### src/rtl/spi_idr_pkg.sv
package spi_idr_pkg;

  localparam int unsigned BYTE_W = 8;
  localparam int unsigned BIT_W  = $clog2(BYTE_W);

  localparam logic [BYTE_W-1:0] FILL_BYTE = 8'hFF;
  localparam logic [BYTE_W-1:0] WEL_MASK  = 8'h02;

  typedef enum logic [BYTE_W-1:0] {
    OP_JEDEC_ID = 8'h9F,
    OP_ID_ORDER = 8'h90,
    OP_SIG      = 8'hAB,
    OP_RD_STAT  = 8'h05,
    OP_WR_EN    = 8'h06,
    OP_WR_DIS   = 8'h04
  } opcode_e;

endpackage

### src/rtl/spi_idr_sync.sv
module spi_idr_sync #(
  parameter int unsigned STAGES = 2
) (
  input  logic clk_i,
  input  logic rst_ni,
  input  logic sck_i,
  input  logic cs_ni,
  input  logic mosi_i,
  output logic cs_n_o,
  output logic mosi_o,
  output logic sck_rise_o,
  output logic sck_fall_o,
  output logic cs_rise_o
);

  localparam int unsigned W = 3;
  localparam logic [W-1:0] IDLE = 3'b100; // {cs_n, sck, mosi}

  logic [W-1:0] raw;
  logic [W-1:0] last;
  logic         sck_d, cs_d;

  assign raw = {cs_ni, sck_i, mosi_i};

  for (genvar g = 0; g < STAGES; g++) begin : g_stage
    logic [W-1:0] q;
    if (g == 0) begin : g_first
      always_ff @(posedge clk_i or negedge rst_ni) begin
        if (!rst_ni) q <= IDLE;
        else         q <= raw;
      end
    end else begin : g_next
      always_ff @(posedge clk_i or negedge rst_ni) begin
        if (!rst_ni) q <= IDLE;
        else         q <= g_stage[g-1].q;
      end
    end
  end

  assign last = g_stage[STAGES-1].q;

  always_ff @(posedge clk_i or negedge rst_ni) begin
    if (!rst_ni) begin
      sck_d <= 1'b0;
      cs_d  <= 1'b1;
    end else begin
      sck_d <= last[1];
      cs_d  <= last[2];
    end
  end

  assign cs_n_o     = last[2];
  assign mosi_o     = last[0];
  assign sck_rise_o = last[1] & ~sck_d;
  assign sck_fall_o = ~last[1] & sck_d;
  assign cs_rise_o  = last[2] & ~cs_d;

endmodule

### src/rtl/spi_idr_shift.sv
module spi_idr_shift import spi_idr_pkg::*; #(
  parameter int unsigned IDX_W = 3
) (
  input  logic              clk_i,
  input  logic              rst_ni,
  input  logic              cs_n_i,
  input  logic              sck_rise_i,
  input  logic              mosi_i,
  output logic [BIT_W-1:0]  bit_cnt_o,
  output logic [IDX_W-1:0]  byte_idx_o,
  output logic              byte_end_o,
  output logic [BYTE_W-1:0] rx_byte_o
);

  localparam logic [IDX_W-1:0] IDX_MAX  = {IDX_W{1'b1}};
  localparam logic [BIT_W-1:0] BIT_LAST = BIT_W'(BYTE_W - 1);

  logic [BIT_W-1:0]  bit_q;
  logic [IDX_W-1:0]  idx_q;
  logic [BYTE_W-2:0] rx_q;

  always_ff @(posedge clk_i or negedge rst_ni) begin
    if (!rst_ni) begin
      bit_q <= '0;
      idx_q <= '0;
      rx_q  <= '0;
    end else if (cs_n_i) begin
      bit_q <= '0;
      idx_q <= '0;
      rx_q  <= '0;
    end else if (sck_rise_i) begin
      rx_q  <= {rx_q[BYTE_W-3:0], mosi_i};
      bit_q <= bit_q + BIT_W'(1);
      if (bit_q == BIT_LAST && idx_q != IDX_MAX) idx_q <= idx_q + IDX_W'(1);
    end
  end

  assign bit_cnt_o  = bit_q;
  assign byte_idx_o = idx_q;
  assign byte_end_o = ~cs_n_i & sck_rise_i & (bit_q == BIT_LAST);
  assign rx_byte_o  = {rx_q, mosi_i};

  // byte index saturates; only chip select brings it back to zero
  p_idx_hold_r8: assert property (@(posedge clk_i) disable iff (!rst_ni)
    (idx_q == IDX_MAX && !cs_n_i) |=> (idx_q == IDX_MAX));

endmodule

### src/rtl/spi_idr_reply.sv
module spi_idr_reply import spi_idr_pkg::*; #(
  parameter int unsigned IDX_W = 3
) (
  input  logic              clk_i,
  input  logic              rst_ni,
  input  logic              cs_rise_i,
  input  logic              byte_end_i,
  input  logic [IDX_W-1:0]  byte_idx_i,
  input  logic [BIT_W-1:0]  bit_cnt_i,
  input  logic [BYTE_W-1:0] rx_byte_i,
  input  logic [BYTE_W-1:0] mfr_id_i,
  input  logic [BYTE_W-1:0] mem_type_i,
  input  logic [BYTE_W-1:0] dev_id_i,
  input  logic [BYTE_W-1:0] status_i,
  output logic [BYTE_W-1:0] reply_o,
  output logic              reply_oe_o
);

  localparam logic [IDX_W-1:0] IDX_OP  = IDX_W'(0);
  localparam logic [IDX_W-1:0] IDX_B1  = IDX_W'(1);
  localparam logic [IDX_W-1:0] IDX_B2  = IDX_W'(2);
  localparam logic [IDX_W-1:0] IDX_B3  = IDX_W'(3);
  localparam logic [IDX_W-1:0] IDX_B4  = IDX_W'(4);
  localparam logic [IDX_W-1:0] IDX_B5  = IDX_W'(5);

  logic [BYTE_W-1:0] opcode_q;
  logic              mfr_first_q;
  logic              wel_q;
  logic [BYTE_W-1:0] stat_byte;
  logic [BYTE_W-1:0] first_id, second_id;
  logic              single_byte_end;

  always_ff @(posedge clk_i or negedge rst_ni) begin
    if (!rst_ni) begin
      opcode_q    <= '0;
      mfr_first_q <= 1'b1;
    end else if (byte_end_i) begin
      if (byte_idx_i == IDX_OP) opcode_q    <= rx_byte_i;
      if (byte_idx_i == IDX_B3) mfr_first_q <= (rx_byte_i == '0);
    end
  end

  // latch commands count only when the frame is exactly one whole byte
  assign single_byte_end = cs_rise_i && byte_idx_i == IDX_B1 && bit_cnt_i == '0;

  always_ff @(posedge clk_i or negedge rst_ni) begin
    if (!rst_ni) begin
      wel_q <= 1'b0;
    end else if (single_byte_end) begin
      if (opcode_q == OP_WR_EN)       wel_q <= 1'b1;
      else if (opcode_q == OP_WR_DIS) wel_q <= 1'b0;
    end
  end

  assign stat_byte = (status_i & ~WEL_MASK) | (wel_q ? WEL_MASK : '0);
  assign first_id  = mfr_first_q ? mfr_id_i : dev_id_i;
  assign second_id = mfr_first_q ? dev_id_i : mfr_id_i;

  always_comb begin
    reply_o    = FILL_BYTE;
    reply_oe_o = 1'b0;
    case (opcode_q)
      OP_JEDEC_ID: begin
        reply_oe_o = 1'b1;
        if (byte_idx_i == IDX_B1)      reply_o = mfr_id_i;
        else if (byte_idx_i == IDX_B2) reply_o = mem_type_i;
        else if (byte_idx_i == IDX_B3) reply_o = dev_id_i;
      end
      OP_ID_ORDER: begin
        reply_oe_o = (byte_idx_i >= IDX_B4);
        if (byte_idx_i == IDX_B4)      reply_o = first_id;
        else if (byte_idx_i == IDX_B5) reply_o = second_id;
      end
      OP_SIG: begin
        reply_oe_o = (byte_idx_i >= IDX_B4);
        if (byte_idx_i == IDX_B4) reply_o = dev_id_i;
      end
      OP_RD_STAT: begin
        reply_oe_o = 1'b1;
        reply_o    = stat_byte;
      end
      default: begin
        reply_oe_o = 1'b0;
        reply_o    = FILL_BYTE;
      end
    endcase
  end

  p_wel_at_cs_rise_r6: assert property (@(posedge clk_i) disable iff (!rst_ni)
    !cs_rise_i |=> $stable(wel_q));

  p_no_reply_dummy_r9: assert property (@(posedge clk_i) disable iff (!rst_ni)
    ((opcode_q == OP_ID_ORDER || opcode_q == OP_SIG) && byte_idx_i < IDX_B4) |-> !reply_oe_o);

endmodule

### src/rtl/spi_id_responder.sv
module spi_id_responder import spi_idr_pkg::*; #(
  parameter int unsigned SYNC_STAGES = 2,
  parameter int unsigned IDX_W       = 3
) (
  input  logic              clk_i,
  input  logic              rst_ni,
  input  logic              sck_i,
  input  logic              cs_ni,
  input  logic              mosi_i,
  input  logic [BYTE_W-1:0] mfr_id_i,
  input  logic [BYTE_W-1:0] mem_type_i,
  input  logic [BYTE_W-1:0] dev_id_i,
  input  logic [BYTE_W-1:0] status_i,
  output logic              miso_o,
  output logic              miso_oe_o
);

  logic              cs_n_s, mosi_s, sck_rise, sck_fall, cs_rise;
  logic [BIT_W-1:0]  bit_cnt;
  logic [IDX_W-1:0]  byte_idx;
  logic              byte_end;
  logic [BYTE_W-1:0] rx_byte;
  logic [BYTE_W-1:0] reply;
  logic              reply_oe;
  logic              at_boundary;
  logic [BYTE_W-1:0] tx_q;
  logic              oe_q;

  spi_idr_sync #(.STAGES(SYNC_STAGES)) u_sync (
    .clk_i      (clk_i),
    .rst_ni     (rst_ni),
    .sck_i      (sck_i),
    .cs_ni      (cs_ni),
    .mosi_i     (mosi_i),
    .cs_n_o     (cs_n_s),
    .mosi_o     (mosi_s),
    .sck_rise_o (sck_rise),
    .sck_fall_o (sck_fall),
    .cs_rise_o  (cs_rise)
  );

  spi_idr_shift #(.IDX_W(IDX_W)) u_shift (
    .clk_i      (clk_i),
    .rst_ni     (rst_ni),
    .cs_n_i     (cs_n_s),
    .sck_rise_i (sck_rise),
    .mosi_i     (mosi_s),
    .bit_cnt_o  (bit_cnt),
    .byte_idx_o (byte_idx),
    .byte_end_o (byte_end),
    .rx_byte_o  (rx_byte)
  );

  spi_idr_reply #(.IDX_W(IDX_W)) u_reply (
    .clk_i      (clk_i),
    .rst_ni     (rst_ni),
    .cs_rise_i  (cs_rise),
    .byte_end_i (byte_end),
    .byte_idx_i (byte_idx),
    .bit_cnt_i  (bit_cnt),
    .rx_byte_i  (rx_byte),
    .mfr_id_i   (mfr_id_i),
    .mem_type_i (mem_type_i),
    .dev_id_i   (dev_id_i),
    .status_i   (status_i),
    .reply_o    (reply),
    .reply_oe_o (reply_oe)
  );

  // falling edge that closes a byte sets up the first bit of the next one
  assign at_boundary = (bit_cnt == '0) && (byte_idx != '0);

  always_ff @(posedge clk_i or negedge rst_ni) begin
    if (!rst_ni) begin
      tx_q <= '0;
      oe_q <= 1'b0;
    end else if (cs_n_s) begin
      tx_q <= '0;
      oe_q <= 1'b0;
    end else if (sck_fall) begin
      if (at_boundary) begin
        tx_q <= reply;
        oe_q <= reply_oe;
      end else begin
        tx_q <= {tx_q[BYTE_W-2:0], 1'b0};
      end
    end
  end

  assign miso_o    = oe_q & tx_q[BYTE_W-1];
  assign miso_oe_o = oe_q;

  p_oe_off_deselect_r9: assert property (@(posedge clk_i) disable iff (!rst_ni)
    cs_n_s |=> !miso_oe_o);

  p_opcode_quiet_r9: assert property (@(posedge clk_i) disable iff (!rst_ni)
    (!cs_n_s && byte_idx == '0) |-> !miso_oe_o);

  p_hold_between_falls_r10: assert property (@(posedge clk_i) disable iff (!rst_ni)
    (!sck_fall && !cs_n_s) |=> $stable({miso_oe_o, miso_o}));

endmodule

### config.mk
export PLATFORM = sky130hd
export DESIGN_NAME = spi_id_responder
export DESIGN_NICKNAME = d
export VERILOG_FILES = /design/src/rtl/spi_idr_pkg.sv /design/src/rtl/spi_idr_sync.sv /design/src/rtl/spi_idr_shift.sv /design/src/rtl/spi_idr_reply.sv /design/src/rtl/spi_id_responder.sv
export SDC_FILE = /design/constraint.sdc
export NUM_CORES = 1
export LEC_CHECK = 0
export ABC_AREA = 1
export BUFFER_PORTS_ARGS = -buffer_cell sky130_fd_sc_hd__buf_4
export CORE_MARGIN = 2
export CORE_UTILIZATION = 38
export DETAILED_ROUTE_END_ITERATION = 10
export PLACE_DENSITY = 0.55
export SLEW_MARGIN = 20
export SYNTH_ARGS = -nofsm -noshare
export SYNTH_HDL_FRONTEND = slang
export SYNTH_HIERARCHICAL = 1
export SYNTH_SLANG_ARGS = --single-unit
### constraint.sdc
create_clock -name clk_i -period 3 [get_ports clk_i]
set_input_delay 0.6 -clock clk_i [delete_from_list [all_inputs] [get_ports clk_i]]
set_output_delay 0.6 -clock clk_i [all_outputs]
set_load 0.05 [all_outputs]
### Word level (Yosys, flattened, before mapping)

Index checks and enable logic that the tools add are counted.
Widths: inputs -> output; s select.

* register bits after elaboration: 40
* input bits: 37
* output and inout port bits: 2
* word-level logic and storage cells: 85

* add/sub/neg operators: 2
* order comparisons: 1
* eq/ne operators: 13
* muxes and demuxes: 26
* bitwise logic cells: 11
* reduce and logical (&&, ||, !) cells: 20

Operator list (count)
* $mux 8: 11
* $pmux 8 s4: 1
* $eq 8x3->1 const B: 3
* $eq 8x8->1 const B: 3
* $mux 3: 5
* $mux 7: 2
* $reduce_and 2->1: 5
* $reduce_bool 2->1: 5
* $eq 3x3->1 const B: 3
* $logic_not 8->1: 1
* $or 8x8->8: 1
* $add 3x1->3 const B: 2
* $and 1x1->1: 6
* $eq 3x2->1 const B: 2
* $logic_not 3->1: 2
* $mux 1: 5
* $logic_and 1x1->1: 4
* $not 1->1: 4
* $reduce_or 2->1: 2
* $eq 3x1->1 const B: 1
* $ge 3x3->1 const B: 1
* $ne 3x3->1 const B: 1
* $reduce_bool 3->1: 1
* $mux 2: 1
* $pmux 1 s2: 1

### Logic depth before layout (Yosys ltp)

Gate-level depths: netlist of the first run.

* depth after elaboration: 8
* gate-level depth with buffers: 13
* mapped depth without buffers: 11

### By module

The synthesis of the first run kept the hierarchy.

Modules (own cells, without submodules)
* spi_idr_reply: instances 1, cells each 298, area each 1505.2 um2, sequential area each 251.5 um2
* spi_idr_shift: instances 1, cells each 66, area each 625.6 um2, sequential area each 325.3 um2
* spi_id_responder: instances 1, cells each 73, area each 536.8 um2, sequential area each 225.2 um2
* spi_idr_sync: instances 1, cells each 14, area each 226.5 um2, sequential area each 203.9 um2

### Worst setup path after synthesis of the first run

Ideal clock, no wire load.

* path type: flip-flop to output port
* start point: reg oe_q (netlist: miso_oe_o)
* end point: out miso_o
* arrival: 1039 ps
* data required time: 2400 ps
* setup slack: 1361 ps
* stages on the path, launching flop included: 3
* buffers on the path: 0
* path through: dfrtp_1 nand2_1 inv_1

* longest elaborated chain between the ends: 1

Ends and longest elaborated chain
* from (decl): line spi_id_responder.sv:27 `logic oe_q;`
* from (signal assigned): line spi_id_responder.sv:83 `oe_q <= reply_oe;`
* $and 1x1->1: line spi_id_responder.sv:90 `assign miso_o = oe_q & tx_q[BYTE_W-1];`
* to (decl): line spi_id_responder.sv:14 `output logic miso_o,`

No other way between the ends.

### Worst setup path in the final report of the first run

* start point: reg u_shift.idx_q[2] (netlist: u_shift/byte_idx_o[2])
* end point: reg tx_q[1]

* longest elaborated chain between the ends: 8
* elaborated cells on any way between the ends: 17
* classes of those cells: eq/ne (5); mux (10); reduce/logical (2)

Ends and longest elaborated chain
* from (decl): line spi_idr_shift.sv:19 `logic [IDX_W-1:0] idx_q;`
* from (signal assigned): line spi_idr_shift.sv:34 `if (bit_q == BIT_LAST && idx_q != IDX_MAX) idx_q <= idx_q + IDX_W'(1);`
* $eq 3x2->1: line spi_idr_reply.sv:67 `else if (byte_idx_i == IDX_B3) reply_o = dev_id_i;`
* $mux 8: line spi_idr_reply.sv:67
* $mux 8: line spi_idr_reply.sv:66 `else if (byte_idx_i == IDX_B2) reply_o = mem_type_i;`
* $mux 8: line spi_idr_reply.sv:65 `if (byte_idx_i == IDX_B1) reply_o = mfr_id_i;`
* $pmux 8 s4 *: line spi_idr_reply.sv:62 `case (opcode_q)`
* net reply[1]: line spi_id_responder.sv:23 `logic [BYTE_W-1:0] reply;`
* $mux 8 *: line spi_id_responder.sv:81 `if (at_boundary) begin`
* $mux 8 *: line spi_id_responder.sv:80 `end else if (sck_fall) begin`
* $mux 8 *: line spi_id_responder.sv:77 `end else if (cs_n_s) begin`
* to (signal assigned): line spi_id_responder.sv:82 `tx_q <= reply;`
* to (signal assigned): line spi_id_responder.sv:85 `tx_q <= {tx_q[BYTE_W-2:0], 1'b0};`
* to (decl): line spi_id_responder.sv:26 `logic [BYTE_W-1:0] tx_q;`

The timed path passes the listed nets; every way through them passes the cells marked *. The select of a mux whose other input is x is not followed.
A chain may end at the register's enable or synchronous reset.

==> impl_metrics.py, run 1 <==
metrics = {
    "min_path": {
        "hp-class": "input port to async pin",
    },
    "placed_design": {
        "placed_cells_incl_taps": 577,
        "post-dp-hpwl_mm": 5.65,
        "post_dp_cell_area_um2": 3230,
        "pre_cts_ws_ns": 0.961,
        "port_buffers": 37,
        "finalWeightedCongestion": 0.882,
    },
    "worst_setup_path": {
        "criticalPathCategory": "flip-flop to flip-flop",
        "cp_data_arrival_time_ns": 2.23,
        "required_ns": 3.18,
        "reg2regPathDepth": 10,
        "start_kind": "flip-flop",
        "cp_max_fo": 17,
        "setup.worst_path.end_class": "flip-flop",
    },
    "floorplanning": {
        "floorplan.rows": 31,
        "pin_count": 39,
        "fp.dieArea_um2": 8330,
        "fp.coreArea_um2": 7330,
        "start_util_pct": 39.5,
        "die_w_um": 91.3,
        "dieHeight_um": 91.3,
    },
    "clocking": {
        "numClockSinks": 40,
        "cts_buffer_depth": 2,
        "number_of_buffers_added_by_the_clock_tree_synthesis_step": 5,
        "htreeDepth": 2,
        "clk-insertion-delay-late_ns": 0.29,
        "clkTransAtPathRegs_ns": 0.08,
        "cts_tree": "yes",
        "postCtsResizedCells": 0,
        "cts_setup_buffers": 0,
        "ctsHoldBuffers": 0,
        "clk_root_buffer_cell": "clkbuf_8",
    },
    "flow_run": {
        "drv_cap": 0,
    },
    "synth": {
        "synth_commonest_cells": "120 x nand2_1, 75 x nor2_1, 73 x inv_1, 49 x nand3_1, 36 x dfrtp_1",
        "post_synthesis_sequential_area_ratio_pct": 34.8,
        "synth-edff-count": 0,
        "synth.top_cells.by_area": "dfrtp_1 31%, nand2_1 16%, nor2_1 9.7%, inv_1 9.5%, nand3_1 8.5%",
        "syn-mean-instance-area_um2": 6.42,
        "synthDominantAreaCellType": "dfrtp_1",
        "dominantRegCellSynth": "dfrtp_1",
        "synthMostInstantiatedCell": "nand2_1",
        "synthArstFlopShare_pct": 100,
        "synth_fp_nets": 492,
        "post_synth_num_cell_types": 27,
        "ys_ff_latch": 40,
        "synth.yosys.warnings": 6,
        "synth_largest_type_area_fraction_pct": 31.1,
        "syn_inst": 451,
        "mappedNetlistArea_um2": 2890,
    },
    "power": {
        "totalPowerFinal_w": 0.00104,
        "power_frac_comb_pct": 9.6,
        "cellInternalPower_w": 0.000778,
        "leakagePower_nw": 1.67,
        "switchingPower_w": 0.000264,
        "clock_network_fraction_of_total_power_pct": 37.1,
        "power.sequential.fraction_pct": 53.4,
        "power.ir.vdd_worst_v": 0.000150,
        "pwr_density_cell_nw_per_um2": 313,
        "sw_frac_of_total_pct": 25.3,
    },
    "final_layout": {
        "layout-area-overhead-vs-synth_pct": 14.9,
        "design.final.nets": 526,
        "register_area_um2": 1010,
        "num_antenna_cells": 0,
        "post_layout_instance_area_um2": 3330,
        "layoutNonFillerInstCount": 585,
        "combined_area_of_the_multi_input_logic_cells_um2": 1530,
        "layout.filler_cells": 768,
        "post_route_cells_drive_above_1_share_pct": 15.8,
    },
    "route": {
        "wl_met3_um": 371,
        "met2RoutedLength_mm": 3.39,
        "detail_route.vias_per_cell": 4.82,
        "initialDrtViolationCount": 214,
        "max_used_layer": "met4",
        "dr.pass1.iters": 5,
        "m1WireLength_mm": 3.61,
        "via_count": 2820,
        "detail-route-antenna-nets": 0,
        "drt_wl_total_mm": 7.44,
        "post-route-drc-count": 0,
        "route.detailed.wl_per_inst_um": 12.7,
    },
    "global_routing": {
        "global_route.overflow_total": 0,
        "first_global_vias": 2600,
        "number_of_antenna_violations_at_the_first_check_in_global_routing": 0,
        "grtUsageTotal_pct": 18.7,
        "grt_first_pass_wirelength_mm": 12.5,
        "grt_max_degree": 41,
    },
    "timing": {
        "max_slew_margin_pct": 60.4,
        "finalCritPeriodShare_pct": 68.4,
        "setup_ws_ns": 0.949,
        "finalHoldViolations": 0,
        "setup_violating_endpoint_count_in_the_final_report": 0,
        "timing_worst_slew_pin_value_ns": 0.592,
        "rsz0062_at_grt": "false",
        "setup_tns_ns": 0,
        "max_slew_violation_count": 0,
        "final.min_clock_period_ns": 2.05,
        "fin_skew_ns": 0.00895,
        "maximum_operating_frequency_ghz": 0.488,
    },
    "outcome": {
        "status": "completed",
    },
}
[cell type report]
cell class                 instances  share of cell area, %
timing repair buffer              38                   8.58
clock inverter                     2                  0.451
multi-input combinational        324                   45.9
inverter                          76                   8.58
sequential                        40                   30.2
tap                               99                   3.72
clock buffer                       6                   2.48
[worst max-delay path: stages, from the launching register on]
cell	delay (ns)
dfrtp_1	0.73
nand2_1	0.19
nor2_2	0.30
nand2_1	0.09
nand2_1	0.07
nor2_1	0.04
nor2_1	0.09
nand3_1	0.10
nand3b_1	0.17
nand3_1	0.10
nand2_1	0.06
[layer usage]
metal / vias to the layer above / global-route usage [%]
li1: 1472 / -
met1: 1265 / 25.6
met2: 79 / 30.6
met3: 4 / 3.15
met4: 0 / 4.80
met5: - / 0
[sequential cells by signal, indices dropped and copies added (netlist names)]
signal,count
u_sync/sck_d,1
u_shift/rx_q,7
u_shift/byte_idx_o,3
u_reply/opcode_q,8
miso_oe_o,1
u_shift/bit_cnt_o,3
u_reply/mfr_first_q,1
u_reply/wel_q,1
u_sync/cs_d,1
tx_q,8
u_sync/g_stage.q,6
[worst paths after layout]
check	start	endpoint	slack [ns]
max	u_shift/byte_idx_o[2]	tx_q[1]	0.95
max in group asynchronous	rst_ni	u_reply/mfr_first_q	2.36
min	rst_ni	u_shift/rx_q[4]	0.28
max reg2reg	u_shift/byte_idx_o[2]	tx_q[1]	0.95
min reg2reg	u_sync/g_stage[0].q[1]	u_sync/g_stage[1].q[1]	0.36
min in group clk_i	u_sync/g_stage[0].q[1]	u_sync/g_stage[1].q[1]	0.36
[cells by family after synthesis]
group           Yosys count  share of synthesized area, %
simple gates            289                          45.2
buf+inv                  87                          12.5
flops                    40                          34.8
compound gates           31                          5.84
fa+ha+maj                 4                          1.73
[per-stage QoR]
step	util (%)	hold slack [ns]
floorplan	-	0.304
global placement	44.0	0.331
detailed placement	44.0	0.337
CTS	45.4	0.295
global route	45.4	0.306
finish	45.4	0.276
[power by group through the flow]
| stage | clock network, W | registers [W] | logic (W) |
|---|---|---|---|
| detailed placement | 0 | 0.000567 | 0.000101 |
| global route | 0.000426 | 0.000557 | 0.000113 |
| floorplan | 0 | 0.000564 | 0.0000417 |
| finish | 0.000386 | 0.000556 | 0.0000998 |
| CTS | 0.000403 | 0.000556 | 0.000101 |
| global placement | 0 | 0.000566 | 0.000100 |
[layout by cell type (no fill, tap or decap), types with 3 or more instances in the layout]
cell / synthesis / layout
nor2_1: 75 / 75
ha_1: 4 / 4
o21ai_0: 15 / 15
nand4_1: 14 / 14
nand2_2: 3 / 3
nor2_2: 7 / 7
inv_2: 3 / 3
o22ai_1: 5 / 5
nand3b_1: 7 / 7
nand3_1: 49 / 49
nor2_4: 4 / 4
dfstp_2: 4 / 4
or2_2: 5 / 5
nand2_1: 120 / 120
clkbuf_8: 0 / 6
buf_4: 1 / 38
inv_1: 73 / 73
a21oi_1: 7 / 7
dfrtp_1: 36 / 36
Note: power is estimated with default switching activity, not from simulation.
==> run 2, diff against run 1 <==
--- a/config.mk
+++ b/config.mk
@@ -10,7 +10,7 @@
 export CORE_MARGIN = 2
 export CORE_UTILIZATION = 38
 export DETAILED_ROUTE_END_ITERATION = 10
-export PLACE_DENSITY = 0.55
+export PLACE_DENSITY = 0.57
 export SLEW_MARGIN = 20
 export SYNTH_ARGS = -nofsm -noshare
 export SYNTH_HDL_FRONTEND = slang
==> constraint.sdc (replaced) <==
create_clock -name clk_i -period 1.8 [get_ports clk_i]
set_input_delay 0.36 -clock clk_i [delete_from_list [all_inputs] [get_ports clk_i]]
set_output_delay 0.36 -clock clk_i [all_outputs]
set_load 0.05 [all_outputs]
==> impl_metrics.py, run 2 (synthesis results as in run 1) <==
metrics = {
    "floorplanning": {
        "floorplan.rows": 31,
        "start_util_pct": 39.5,
        "pin_count": 39,
        "fp.dieArea_um2": 8330,
        "fp.coreArea_um2": 7330,
        "dieHeight_um": 91.3,
        "die_w_um": 91.3,
    },
    "placed_design": {
        "post-dp-hpwl_mm": 5.73,
        "port_buffers": 37,
        "pre_cts_ws_ns": 0.0339,
        "finalWeightedCongestion": 0.884,
    },
    "timing": {
        "timing_worst_slew_pin_value_ns": 0.521,
        "setup_ws_ns": 0.0596,
        "fin_skew_ns": 0.00469,
        "finalHoldViolations": 0,
        "rsz0062_at_grt": "true",
        "final.min_clock_period_ns": 1.74,
        "max_slew_margin_pct": 65.3,
        "maximum_operating_frequency_ghz": 0.575,
        "finalCritPeriodShare_pct": 96.7,
        "max_slew_violation_count": 0,
        "setup_violating_endpoint_count_in_the_final_report": 0,
    },
    "clocking": {
        "cts_buffer_depth": 2,
        "cts_tree": "yes",
        "clk_root_buffer_cell": "clkbuf_8",
        "htreeDepth": 2,
        "numClockSinks": 40,
        "clk-insertion-delay-late_ns": 0.29,
        "clkTransAtPathRegs_ns": 0.08,
        "number_of_buffers_added_by_the_clock_tree_synthesis_step": 5,
    },
    "route": {
        "dr.pass1.iters": 4,
        "detail_route.vias_per_cell": 4.75,
        "initialDrtViolationCount": 203,
        "route.detailed.wl_per_inst_um": 12.3,
        "drt_wl_total_mm": 7.48,
        "post-route-drc-count": 0,
        "via_count": 2891,
        "detail-route-antenna-nets": 0,
    },
    "worst_setup_path": {
        "crit_path_frequent_cell": "nor2_1",
        "criticalPathCategory": "flip-flop to flip-flop",
        "crit_chain": "buf_6, nor2_1, nor2_1, nand2_1, nand2_1, nor2_1, nor2_1, nand3_1, nand3b_1, nand3_1, nand2_1",
        "cp_data_arrival_time_ns": 1.92,
        "start_kind": "flip-flop",
        "cp_slowest_cell": "dfstp_4",
        "setup.worst_path.end_class": "flip-flop",
        "cpLargestDelayFamily": "simple AND/OR/NAND/NOR gates",
        "critical-path-max-stage-delay_ns": 0.66,
        "cp_num_buf_inv": 1,
        "required_ns": 1.98,
        "cp_max_fo": 7,
    },
    "global_routing": {
        "first_global_vias": 2730,
        "grt_max_degree": 41,
        "number_of_antenna_violations_at_the_first_check_in_global_routing": 0,
        "grtUsageTotal_pct": 18.9,
        "global_route.overflow_total": 0,
        "grt_first_pass_wirelength_mm": 12.6,
    },
    "min_path": {
        "hp-class": "input port to async pin",
    },
    "power": {
        "switchingPower_w": 0.000422,
        "sw_frac_of_total_pct": 22.2,
        "leakagePower_nw": 1.81,
        "power.ir.vdd_worst_v": 0.000444,
        "clock_network_fraction_of_total_power_pct": 42.3,
        "cellInternalPower_w": 0.00148,
        "pwr_density_cell_nw_per_um2": 533,
        "power.sequential.fraction_pct": 48.7,
        "totalPowerFinal_w": 0.00190,
        "power_frac_comb_pct": 9.0,
    },
    "outcome": {
        "status": "completed",
    },
    "final_layout": {
        "post_route_cells_drive_above_1_share_pct": 21.6,
        "top_regs": "tx_q (8), u_reply/opcode_q (8), u_shift/rx_q (7)",
        "final_common_cell": "nand2_1",
        "final_cell_mix": "119 x nand2_1, 74 x nor2_1, 71 x inv_1, 59 x buf_4, 48 x nand3_1",
        "layout.filler_cells": 735,
        "layout-area-overhead-vs-synth_pct": 23.2,
        "design.final.nets": 550,
        "num_antenna_cells": 0,
        "finish.utilization_pct": 48.6,
    },
    "flow_run": {
        "drv_cap": 0,
    },
}
==> run 2: cell count changes in the layout (fill, tap and decap cells not counted), moves of 2 or more <==
cell        before  now
clkinvlp_4       2    0
inv_2            3    5
inv_1           73   71
buf_4           38   59
dfrtp_1         36   33
buf_6            0    3
dfrtp_2          0    3
==> run 2: final timing paths <==
path	start	to	slack (ns)	depth (start not counted)
setup / recovery	u_reply/mfr_first_q	tx_q[6]	0.06	11
hold / removal	rst_ni	u_shift/rx_q[5]	0.04	1
setup reg to reg	u_reply/mfr_first_q	tx_q[6]	0.06	11
hold reg to reg	u_sync/g_stage[0].q[0]	u_sync/g_stage[1].q[0]	0.35	0
max in group asynchronous	rst_ni	u_shift/byte_idx_o[2]	1.37	1
min in group clk_i	cs_ni	u_sync/g_stage[0].q[2]	0.17	1
==> run 2: repair_timing <==
item | CTS | global route
setup endpoints to repair | 0 | 9
hold buffers | 0 | 0
gates resized for setup | 0 | 14
setup buffers | 0 | 6
==> run 2: layer usage <==
layer  global-route usage [%]  part of all wire (%)  up-vias
met5                        0                     0        -
met4                     4.92                   1.0        0
met3                     2.99                   4.7        7
met2                     31.3                    47       65
met1                     25.9                    48     1296
li1                         -                     -     1523
==> run 2: area by class of cell <==
type	instances	area [um2]	share of cell area, %
multi-input combinational	324	1540	43.2
sequential	40	1010	28.4
timing repair buffer	62	477	13.4
inverter	76	285	8.00
tap	99	124	3.47
clock buffer	7	96.3	2.70
clock inverter	1	30.0	0.842
==> run 2: worst register-to-register path, delay by kind of cell (launching register included) <==
kind	cells	cell delay (ns)
buffers and inverters	1	0.13
DFF	1	0.66
and+or+nand+nor	10	0.84
==> run 2: stage by stage <==
step / cells / TNS, ns / hold WS, ns / instance area (um2)
floorplan: 451 / 0 / 0.0644 / 2890
global placement: 595 / 0 / 0.333 / 3360
detailed placement: 595 / 0 / 0.336 / 3360
CTS: 603 / 0 / 0.0602 / 3490
global route: 609 / -0.164 / 0.0816 / 3570
finish: 609 / 0 / 0.0405 / 3570
==> run 2: power by group through the flow <==
stage	Clock (W)	Combinational, W	Sequential [W]
3_3_place_gp	0	0.000172	0.000941
5_1_grt	0.000868	0.000191	0.000926
4_1_cts	0.000832	0.000173	0.000925
2_1_floorplan	0	0.0000696	0.000941
3_5_place_dp	0	0.000172	0.000942
6_report	0.000804	0.000171	0.000924
